==> src/rtl/pcrt_pkg.sv <==
package pcrt_pkg;
  localparam int CONF_W = 6;
  localparam int CONF_MAX = (1 << CONF_W) - 1;
  localparam int CONF_INIT = (1 << (CONF_W - 1)) - 1;

  typedef logic [CONF_W-1:0] conf_t;

  typedef enum logic {
    POL_LRU = 1'b0,
    POL_BYP = 1'b1
  } pol_e;

  // Net saturating step: up and down in the same cycle cancel.
  function automatic conf_t conf_step(conf_t c, logic up, logic dn);
    conf_t r;
    r = c;
    if (up && !dn && c != conf_t'(CONF_MAX)) r = c + conf_t'(1);
    if (dn && !up && c != conf_t'(0)) r = c - conf_t'(1);
    return r;
  endfunction

  function automatic logic conf_bypass(conf_t c);
    return c[CONF_W-1];
  endfunction
endpackage

==> src/rtl/pcrt_entry.sv <==
module pcrt_entry #(
  parameter int KEY_W = 17,
  parameter int REF_W = 4
) (
  input  logic             clk,
  input  logic             rst_n,
  input  logic [KEY_W-1:0] key_i,
  input  logic             alloc_i,
  input  logic             fill_i,
  input  logic             up_i,
  input  logic             dn_i,
  input  logic             rel_i,
  output logic             hit_o,
  output logic             free_o,
  output logic             bypass_o
);
  import pcrt_pkg::*;

  logic [KEY_W-1:0] tag_q;
  conf_t            conf_q;
  logic [REF_W-1:0] ref_q;

  assign free_o   = (ref_q == '0);
  assign hit_o    = !free_o && (tag_q == key_i);
  assign bypass_o = conf_bypass(conf_q);

  always_ff @(posedge clk) begin
    if (!rst_n) begin
      tag_q  <= '0;
      conf_q <= conf_t'(CONF_INIT);
      ref_q  <= '0;
    end else if (alloc_i) begin
      tag_q  <= key_i;
      conf_q <= conf_t'(CONF_INIT);
      ref_q  <= REF_W'(1);
    end else begin
      conf_q <= conf_step(conf_q, up_i, dn_i);
      ref_q  <= ref_q + REF_W'(fill_i) - REF_W'(rel_i);
    end
  end

  AST_ALLOC_ONLY_FREE: assert property (@(posedge clk) disable iff (!rst_n)
    alloc_i |-> free_o);
  AST_ALLOC_FRESH: assert property (@(posedge clk) disable iff (!rst_n)
    alloc_i |=> (!free_o && !bypass_o));
  AST_QUIET_CONF: assert property (@(posedge clk) disable iff (!rst_n)
    (!alloc_i && !up_i && !dn_i) |=> $stable(conf_q));
  AST_REF_NO_WRAP: assert property (@(posedge clk) disable iff (!rst_n)
    (fill_i && !rel_i) |-> (ref_q != '1));
  AST_REF_NO_UNDER: assert property (@(posedge clk) disable iff (!rst_n)
    rel_i |-> !free_o);
endmodule

==> src/rtl/pcrt_alloc.sv <==
module pcrt_alloc #(
  parameter int ENTRIES = 8,
  localparam int IDX_W = $clog2(ENTRIES)
) (
  input  logic               clk,
  input  logic               rst_n,
  input  logic [ENTRIES-1:0] free_i,
  output logic               found_o,
  output logic [IDX_W-1:0]   idx_o
);
  assign found_o = |free_i;

  always_comb begin
    idx_o = '0;
    for (int i = ENTRIES - 1; i >= 0; i--) begin
      if (free_i[i]) idx_o = IDX_W'(i);
    end
  end

  logic [ENTRIES-1:0] below_mask;
  always_comb begin
    for (int i = 0; i < ENTRIES; i++) below_mask[i] = (IDX_W'(i) < idx_o);
  end

  AST_LOWEST_FREE: assert property (@(posedge clk) disable iff (!rst_n)
    found_o |-> (free_i[idx_o] && ((free_i & below_mask) == '0)));
endmodule

==> src/rtl/pcrt_table.sv <==
module pcrt_table #(
  parameter int PC_W    = 16,
  parameter int ENTRIES = 8,
  parameter int REF_W   = 4,
  localparam int IDX_W  = $clog2(ENTRIES),
  localparam int KEY_W  = PC_W + 1
) (
  input  logic             clk,
  input  logic             rst_n,
  input  logic             miss_vld,
  input  logic [PC_W-1:0]  miss_pc,
  input  logic             miss_pol,
  input  logic             miss_fill,
  input  logic             hit_vld,
  input  logic [IDX_W-1:0] hit_idx,
  input  logic             hit_reuse,
  input  logic             evict_vld,
  input  logic [IDX_W-1:0] evict_idx,
  input  logic             evict_reuse,
  output logic             look_match,
  output logic             look_bypass,
  output logic             look_alloc,
  output logic [IDX_W-1:0] look_idx
);
  logic [KEY_W-1:0]   key;
  logic [ENTRIES-1:0] match_vec, free_vec, byp_vec;
  logic [ENTRIES-1:0] alloc_vec, fill_vec, up_vec, dn_vec, rel_vec;
  logic               any_match, free_found, do_alloc;
  logic [IDX_W-1:0]   match_idx, free_idx;

  assign key = {miss_pol, miss_pc};

  pcrt_alloc #(.ENTRIES(ENTRIES)) u_alloc (
    .clk(clk), .rst_n(rst_n), .free_i(free_vec),
    .found_o(free_found), .idx_o(free_idx)
  );

  always_comb begin
    match_idx = '0;
    for (int i = 0; i < ENTRIES; i++) begin
      if (match_vec[i]) match_idx = IDX_W'(i);
    end
  end

  assign any_match   = |match_vec;
  assign look_match  = miss_vld && any_match;
  assign look_bypass = look_match && byp_vec[match_idx];
  assign look_alloc  = miss_vld && !any_match && free_found;
  assign look_idx    = any_match ? match_idx : free_idx;
  assign do_alloc    = look_alloc && miss_fill;

  for (genvar g = 0; g < ENTRIES; g++) begin : g_ent
    assign alloc_vec[g] = do_alloc && (free_idx == IDX_W'(g));
    assign fill_vec[g]  = miss_vld && miss_fill && match_vec[g];
    assign dn_vec[g]    = hit_vld && !hit_reuse && (hit_idx == IDX_W'(g));
    assign up_vec[g]    = evict_vld && !evict_reuse && (evict_idx == IDX_W'(g));
    assign rel_vec[g]   = evict_vld && (evict_idx == IDX_W'(g));

    pcrt_entry #(.KEY_W(KEY_W), .REF_W(REF_W)) u_ent (
      .clk(clk), .rst_n(rst_n), .key_i(key),
      .alloc_i(alloc_vec[g]), .fill_i(fill_vec[g]),
      .up_i(up_vec[g]), .dn_i(dn_vec[g]), .rel_i(rel_vec[g]),
      .hit_o(match_vec[g]), .free_o(free_vec[g]), .bypass_o(byp_vec[g])
    );
  end

  AST_ONE_MATCH: assert property (@(posedge clk) disable iff (!rst_n)
    $onehot0(match_vec));
  AST_FULL_NO_ALLOC: assert property (@(posedge clk) disable iff (!rst_n)
    (free_vec == '0) |-> !look_alloc);
  AST_BYPASS_NEEDS_MATCH: assert property (@(posedge clk) disable iff (!rst_n)
    look_bypass |-> look_match);
endmodule

==> config.mk <==
export PLATFORM = sky130hd
export DESIGN_NAME = pcrt_table
export DESIGN_NICKNAME = d
export VERILOG_FILES = /design/src/rtl/pcrt_pkg.sv /design/src/rtl/pcrt_entry.sv /design/src/rtl/pcrt_alloc.sv /design/src/rtl/pcrt_table.sv
export SDC_FILE = /design/constraint.sdc
export NUM_CORES = 1
export LEC_CHECK = 0
export ABC_CLOCK_PERIOD_IN_PS = 2400
export BUFFER_PORTS_ARGS = -buffer_cell sky130_fd_sc_hd__buf_2
export CAP_MARGIN = 20
export CORE_UTILIZATION = 57
export CTS_CLUSTER_DIAMETER = 50
export DETAILED_ROUTE_END_ITERATION = 8
export PLACE_DENSITY = 0.77
export SYNTH_ARGS = -nofsm -noshare
export SYNTH_HDL_FRONTEND = slang
export SYNTH_SLANG_ARGS = --single-unit
==> constraint.sdc <==
create_clock -name clk -period 2.4 [get_ports clk]
set_input_delay 0.12 -clock clk [delete_from_list [all_inputs] [get_ports clk]]
set_output_delay 0.12 -clock clk [all_outputs]
set_load 0.05 [all_outputs]
==> flow_summary_export.csv, run 1 <==
group,metric,value,unit
run_status,outcome,"complete, but fails checks",
run_status,violations,"negative setup slack",
critical_path,worstPathRequired,2.28,ns
timing,rsz0062_at_grt,"true",
power,p_sw,3.31,mW
clock_network,path_clk_slew,0.06,ns
route,drtPass1Iterations,7,
power,p_per_area,630,nW/um^2
layout,layout_common_cells,"nand2_1 (212), dfxtp_1 (191), buf_4 (176)",
synth,synth-edff-count,0,
clock_network,cts_tree,"yes",
route,viasPerCell,6.01,
floorplanning,die_width,151,um
route,vias,11417,
route,avgRoutedWirePerCell,22.4,um
power,seqPwrFrac,0.371,
global_routing,antenna_found_initial,0,
timing,drv_slew,0,
clock_network,insertion_delay,0.55,ns
critical_path,cpLargestDelayFamily,"simple AND/OR/NAND/NOR gates",
layout,final_area,16800,um^2
layout,diodes,0,
power,combPwrFrac,0.273,
global_routing,grt_pass1_wl,61200,um
critical_path,cpMostUsedCell,"buf_6",
critical_path,critical-path-max-stage-delay,0.62,ns
clock_network,cts-buffers-inserted,25,
timing,finalSetupViolations,222,
power,swShare,0.312,
critical_path,path_max_fanout,4,
synth,syn_area,12700,um^2
critical_path,critPathSlowestCell,"nor4b_4",
timing,finalCritPeriodShare,1.47,
clock_network,cts-root-buf,"clkbuf_16",
critical_path,crit_type,"reg2out",
placement,place_congestion,0.932,
route,postRouteAntennaNets,0,
layout,fin_cells,1901,
route,drc,0,
layout,drive_gt1_frac,0.335,
timing,fmax,284,MHz
timing,finalWorstSetupSlack,-1.12,ns
critical_path,path_buf_inv,5,
power,p_int,7.30,mW
clock_network,clkSinkCount,216,
global_routing,grt_pass1_vias,11698,
critical_path,endpoint_kind,"primary output",
timing,fin_crit,3.52,ns
layout,layout.nets,1724,
timing,whs,0.0768,ns
floorplanning,initial_core_util,0.581,
placement,place_area,14500,um^2
clock_network,clockBufferDepth,3,
critical_path,critical_path_arrival,3.40,ns
power,power.leakage,7.68,nW
critical_path,path_cells,"xor2_2, nor4_2, nand3_1, nor4_4, buf_4, buf_6, nor4b_4, nand3_4, buf_6, buf_6, o21ai_4, buf_6",
synth,yosysUniqueCellTypes,54,
layout,syn_to_final_growth,32.8,%
timing,worst_slew_pin_slew,0.671,ns
floorplanning,fp-row-count,54,
placement,placedCellCount,1818,
placement,io_buffers,36,
floorplanning,fp.coreArea,21800,um^2
timing,skew,0.0178,ns
timing,hold_viol,0,
power,vdd_drop_max,0.000645,V
power,p_total,10.6,mW
synth,synth_seq_cells,216,
synth,syn_inst,1383,
layout,layout_commonest_cell,"nand2_1",
synth,synthFlopType,"dfxtp_1",
route,first_iter_violations,824,
min_path,hold_class,"in2reg",
global_routing,grt-ovfl-total,0,
timing,slew_headroom,0.550,
clock_network,htree_levels,1,
power,p_clk_frac,0.355,
synth,synth_warnings,0,
placement,dpl.hpwl,23400,um
placement,post-place-ws,-0.561,ns
critical_path,start_kind,"flop",
synth,yosysSeqAreaShare,0.341,
floorplanning,die_h,151,um
synth,synthesis.nets,1502,
synth,async_flop_share,0,
synth,synth.avg_cell_area,9.17,um^2
global_routing,grt_usage,0.352,
floorplanning,num_io_pins,37,
run,drv_cap,0,
floorplanning,die_area,22800,um^2
global_routing,grt_max_degree,83,
route,wl,42700,um
## worst reg2reg max path, cell delays in order, from the launching register on
cell and delay [ns]:
dfxtp_2 0.35, xor2_2 0.35, nor4_2 0.13, nand3_1 0.17, nor4_4 0.07, buf_4 0.17
buf_6 0.14, nor4b_4 0.63, nand3_4 0.19, buf_6 0.17, buf_6 0.11, buf_6 0.11
nor3b_4 0.24, buf_6 0.20, buf_12 0.17, mux2i_1 0.19
## cells by family (layout without fill, tap and decap cells)
family / count (synthesis) / in the layout / synth area share
buffers and inverters: 164 / 402 / 0.0719
DFF: 216 / 216 / 0.341
muxes: 139 / 139 / 0.110
and+or+nand+nor: 451 / 451 / 0.184
xor gates and xnor gates: 197 / 197 / 0.136
adders and majority gates: 88 / 88 / 0.0963
AOI/OAI and AO/OA: 128 / 128 / 0.0609
## per-layer routing
layer,GRT usage,part of all wire,routed length (um)
met1,0.375,0.36,15300
met5,0,0,0
met2,0.609,0.47,20200
met3,0.0777,0.081,3440
met4,0.261,0.086,3690
## sequential cells by signal (all words and copies together), names as in the netlist
| register | cells |
|---|---|
| g_ent.u_ent.tag_q | 136 |
| g_ent.u_ent.conf_q | 48 |
| g_ent.u_ent.ref_q | 32 |
## worst paths after layout
path	startpoint	endpoint	slack, ns	cells past startpoint
max	g_ent[3].u_ent.tag_q[2]	look_idx[1]	-1.12	12
max reg2reg	g_ent[3].u_ent.tag_q[2]	g_ent[2].u_ent.tag_q[2]	-1.05	15
min reg2reg	g_ent[2].u_ent.tag_q[0]	g_ent[2].u_ent.tag_q[0]	0.47	2
min	rst_n	g_ent[3].u_ent.tag_q[2]	0.08	3
## per-stage QoR
stage,utilization,setup TNS (ns)
after floorplan,-,-2.12
after global placement,0.665,-40.93
after detailed placement,0.665,-50.94
after CTS,0.754,-50.20
after global routing,0.772,-205.24
final,0.772,-202.28
## cell type report
type | instances | area (um^2)
multi-input cells | 1003 | 8600
fillers | 1257 | 4980
flip-flops and latches | 216 | 4360
repair buffers | 264 | 2370
clock buffers | 36 | 707
inverters | 95 | 364
well taps | 280 | 350
clock inverters | 7 | 87.6
## Yosys cell counts, types with 2 or more instances
| library cell | number | area share |
|---|---|---|
| a211oi_1 | 2 | 0.0012 |
| a21boi_1 | 7 | 0.0041 |
| a21o_1 | 25 | 0.015 |
| a21oi_1 | 40 | 0.016 |
| a31oi_1 | 2 | 0.00099 |
| and2_1 | 7 | 0.0035 |
| and3_1 | 26 | 0.013 |
| and3b_1 | 4 | 0.0028 |
| buf_1 | 4 | 0.0012 |
| buf_12 | 2 | 0.0032 |
| buf_4 | 4 | 0.0024 |
| buf_6 | 30 | 0.027 |
| buf_8 | 2 | 0.0024 |
| clkbuf_1 | 26 | 0.0077 |
| dfxtp_1 | 216 | 0.34 |
| fa_1 | 16 | 0.025 |
| ha_1 | 72 | 0.071 |
| inv_1 | 95 | 0.028 |
| mux2i_1 | 139 | 0.11 |
| nand2_1 | 217 | 0.064 |
| nand3_1 | 50 | 0.020 |
| nand3_2 | 2 | 0.0016 |
| nand3b_1 | 9 | 0.0053 |
| nand4_1 | 25 | 0.012 |
| nand4_4 | 2 | 0.0034 |
| nor2_1 | 21 | 0.0062 |
| nor2b_1 | 4 | 0.0020 |
| nor3_1 | 16 | 0.0063 |
| nor3b_1 | 9 | 0.0053 |
| nor3b_2 | 6 | 0.0059 |
| nor4_1 | 27 | 0.013 |
| nor4_2 | 2 | 0.0020 |
| nor4_4 | 2 | 0.0034 |
| o21ai_0 | 33 | 0.013 |
| o21ai_1 | 2 | 0.00079 |
| o21bai_1 | 9 | 0.0053 |
| o31ai_1 | 4 | 0.0024 |
| or2_2 | 8 | 0.0039 |
| or3_1 | 5 | 0.0025 |
| or3b_2 | 2 | 0.0014 |
| xnor2_1 | 89 | 0.061 |
| xor2_1 | 108 | 0.075 |
## power groups by stage
stage	Combinational (mW)	Sequential, mW	Clock (mW)
after detailed placement	2.30	3.99	0
final	2.90	3.94	3.77
after global routing	3.05	3.95	3.92
after CTS	2.58	3.92	3.74
after global placement	2.23	3.98	0
after floorplan	1.56	3.97	0
## what timing repair did
item | CTS | global route
buffers inserted | 24 | 8
setup endpoints to repair | 221 | 222
hold buffers | 0 | 0
cloned | 11 | 3
gates resized for setup | 153 | 95
pin swaps | 57 | 42
Note: power is estimated with default switching activity, not from simulation.
==> run 2: changes to the inputs <==
--- a/config.mk
+++ b/config.mk
@@ -12,6 +12,7 @@
 export CTS_CLUSTER_DIAMETER = 50
 export DETAILED_ROUTE_END_ITERATION = 8
 export PLACE_DENSITY = 0.77
+export SETUP_SLACK_MARGIN = 0.2
 export SYNTH_ARGS = -nofsm -noshare
 export SYNTH_HDL_FRONTEND = slang
 export SYNTH_SLANG_ARGS = --single-unit
==> run 2 against run 1 <==
The flow still finishes with violations (negative setup slack). Via count shrank 3.9%. Design area grew 0.61%. Setup slack gained 0.35 ns. First-iteration DRC count shrank 13%. Routed wire length shrank 9.5%. Sequential cell count is the same. Clock power grew 7.2%. Global-route usage shrank 2.9 points. Die area is the same. Critical path depth shrank 2. Sequential share of layout area shrank 0.20 points. Critical endpoint is now look_bypass.
==> flow_summary_export.csv, run 2 (same netlist as run 1, synthesis figures left out) <==
group,metric,value,unit
route,postRouteAntennaNets,0,
global_routing,grt_max_degree,82,
placement,dpl.hpwl,24200,um
layout,drive_gt1_frac,0.336,
placement,place_congestion,0.881,
critical_path,path_max_fanout,5,
timing,whs,0.0824,ns
critical_path,critical_path_arrival,3.05,ns
route,viasPerCell,5.78,
layout,layout_common_cells,"nand2_1 (213), dfxtp_1 (193), buf_4 (170)",
timing,finalSetupViolations,222,
power,p_per_area,638,nW/um^2
clock_network,cts-root-buf,"clkbuf_16",
timing,finalCritPeriodShare,1.32,
layout,largest_reg_flops,136,
timing,fmax,315,MHz
layout,layout.nets,1718,
placement,place_area,14900,um^2
route,vias,10976,
clock_network,insertion_delay,0.55,ns
critical_path,cpMostUsedCell,"nand4_1",
floorplanning,die_h,151,um
global_routing,grt-ovfl-total,0,
route,avgRoutedWirePerCell,20.3,um
timing,finalWorstSetupSlack,-0.774,ns
critical_path,critPathSlowestCell,"dfxtp_1",
clock_network,cts-buffers-inserted,28,
layout,biggestRegsByFlops,"g_ent.u_ent.tag_q: 136 flops, g_ent.u_ent.conf_q: 48 flops, g_ent.u_ent.ref_q: 32 flops",
run_status,outcome,"complete, but fails checks",
layout,fin_cells,1899,
critical_path,critical-path-max-stage-delay,0.33,ns
critical_path,endpoint_kind,"primary output",
floorplanning,fp-row-count,54,
run_status,violations,"negative setup slack",
critical_path,start_kind,"flop",
run,drv_cap,0,
layout,syn_to_final_growth,33.6,%
route,wl,38600,um
critical_path,cpLargestDelayFamily,"simple AND/OR/NAND/NOR gates",
timing,slew_headroom,0.295,
floorplanning,die_area,22800,um^2
floorplanning,initial_core_util,0.581,
clock_network,clockBufferDepth,3,
floorplanning,die_width,151,um
route,first_iter_violations,720,
route,drtPass1Iterations,5,
global_routing,grt_pass1_vias,10920,
global_routing,antenna_found_initial,1,
global_routing,grt_pass1_wl,56800,um
layout,layout_commonest_cell,"nand2_1",
timing,fin_crit,3.17,ns
critical_path,path_cells,"xnor2_2, nand4_1, nor3_1, nand4_1, buf_4, or3b_4, and4_1, o21ai_2, a211oi_2, buf_6",
clock_network,clkSinkCount,216,
placement,io_buffers,36,
timing,rsz0062_at_grt,"true",
timing,skew,0.0274,ns
global_routing,grt_usage,0.323,
route,drc,0,
timing,worst_slew_pin_slew,1.05,ns
layout,top_register,"g_ent.u_ent.tag_q",
power,power.leakage,7.70,nW
timing,fin_tns_setup,-111.14,ns
min_path,hold_class,"in2reg",
timing,hold_viol,0,
clock_network,path_clk_slew,0.06,ns
critical_path,crit_type,"reg2out",
layout,final_area,16900,um^2
floorplanning,fp.coreArea,21800,um^2
placement,placedCellCount,1815,
floorplanning,num_io_pins,37,
clock_network,cts_tree,"yes",
clock_network,htree_levels,1,
critical_path,path_buf_inv,2,
power,vdd_drop_max,0.000625,V
timing,drv_slew,0,
critical_path,worstPathRequired,2.28,ns
-- run 2: cell count changes in the layout (fill, tap and decap cells not counted), moves of 4 or more --
cell,delta
a21boi_1,+4
a21boi_2,-4
buf_4,-6
buf_6,-5
clkbuf_16,+4
nand3_1,-11
nand3_2,+9
-- run 2: report_power, final --
group          total (mW)  leakage [nW]  switching, mW  internal (mW)
clock network        4.04         0.435           1.64           2.40
registers            3.94          1.76          0.139           3.80
logic                2.83          5.50           1.47           1.36
-- run 2: path summary, 6_finish.rpt --
path                              end  slack [ns]                      from  depth (start not counted)
max                       look_bypass       -0.77   g_ent[4].u_ent.tag_q[3]                         10
min          g_ent[0].u_ent.tag_q[12]        0.08                     rst_n                          3
max reg2reg   g_ent[5].u_ent.tag_q[0]       -0.65  g_ent[3].u_ent.tag_q[12]                         15
min reg2reg   g_ent[7].u_ent.tag_q[5]        0.47   g_ent[7].u_ent.tag_q[5]                          2
-- run 2: per-stage QoR --
stage / setup WS (ns) / util / total power, mW
final: -0.774 / 0.777 / 10.8
after global placement: -0.666 / 0.681 / 6.30
after floorplan: -0.224 / - / 5.59
after CTS: -0.674 / 0.758 / 10.6
after global routing: -0.941 / 0.777 / 11.2
after detailed placement: -0.681 / 0.681 / 6.39
-- run 2: per-layer routing --
layer,track usage,vias to the layer above,routed length [um]
met5,0,-,0
met4,0.162,0,2330
met3,0.0476,156,2220
met2,0.574,404,19300
met1,0.376,5323,14700
li1,-,5093,-
-- run 2: timing repair --
action | CTS | global route
pin swaps | 32 | 22
buffers inserted | 15 | 8
cloned | 9 | 1
hold buffers | 0 | 0
gates resized for setup | 96 | 67
setup endpoints to repair | 222 | 222
-- run 2: area by class of cell --
| cell class | count | area (um^2) |
|---|---|---|
| tap | 280 | 350 |
| timing repair buffer | 255 | 2370 |
| sequential | 216 | 4360 |
| antenna | 1 | 2.50 |
| multi-input combinational | 1003 | 8610 |
| inverter | 95 | 369 |
| clock inverter | 7 | 52.6 |
| clock buffer | 42 | 835 |
| fill | 1286 | 4870 |
-- run 2: worst reg2reg max path, cell delays in order (launching register included) --
cell     delay (ns)
dfxtp_2        0.41
xor2_2         0.29
nor4_2         0.06
buf_4          0.14
nand3_4        0.08
nor4_4         0.06
buf_4          0.16
buf_6          0.12
nor4b_4        0.29
nand3_4        0.17
buf_6          0.15
buf_6          0.12
or3_4          0.42
buf_12         0.17
buf_16         0.14
mux2i_1        0.11
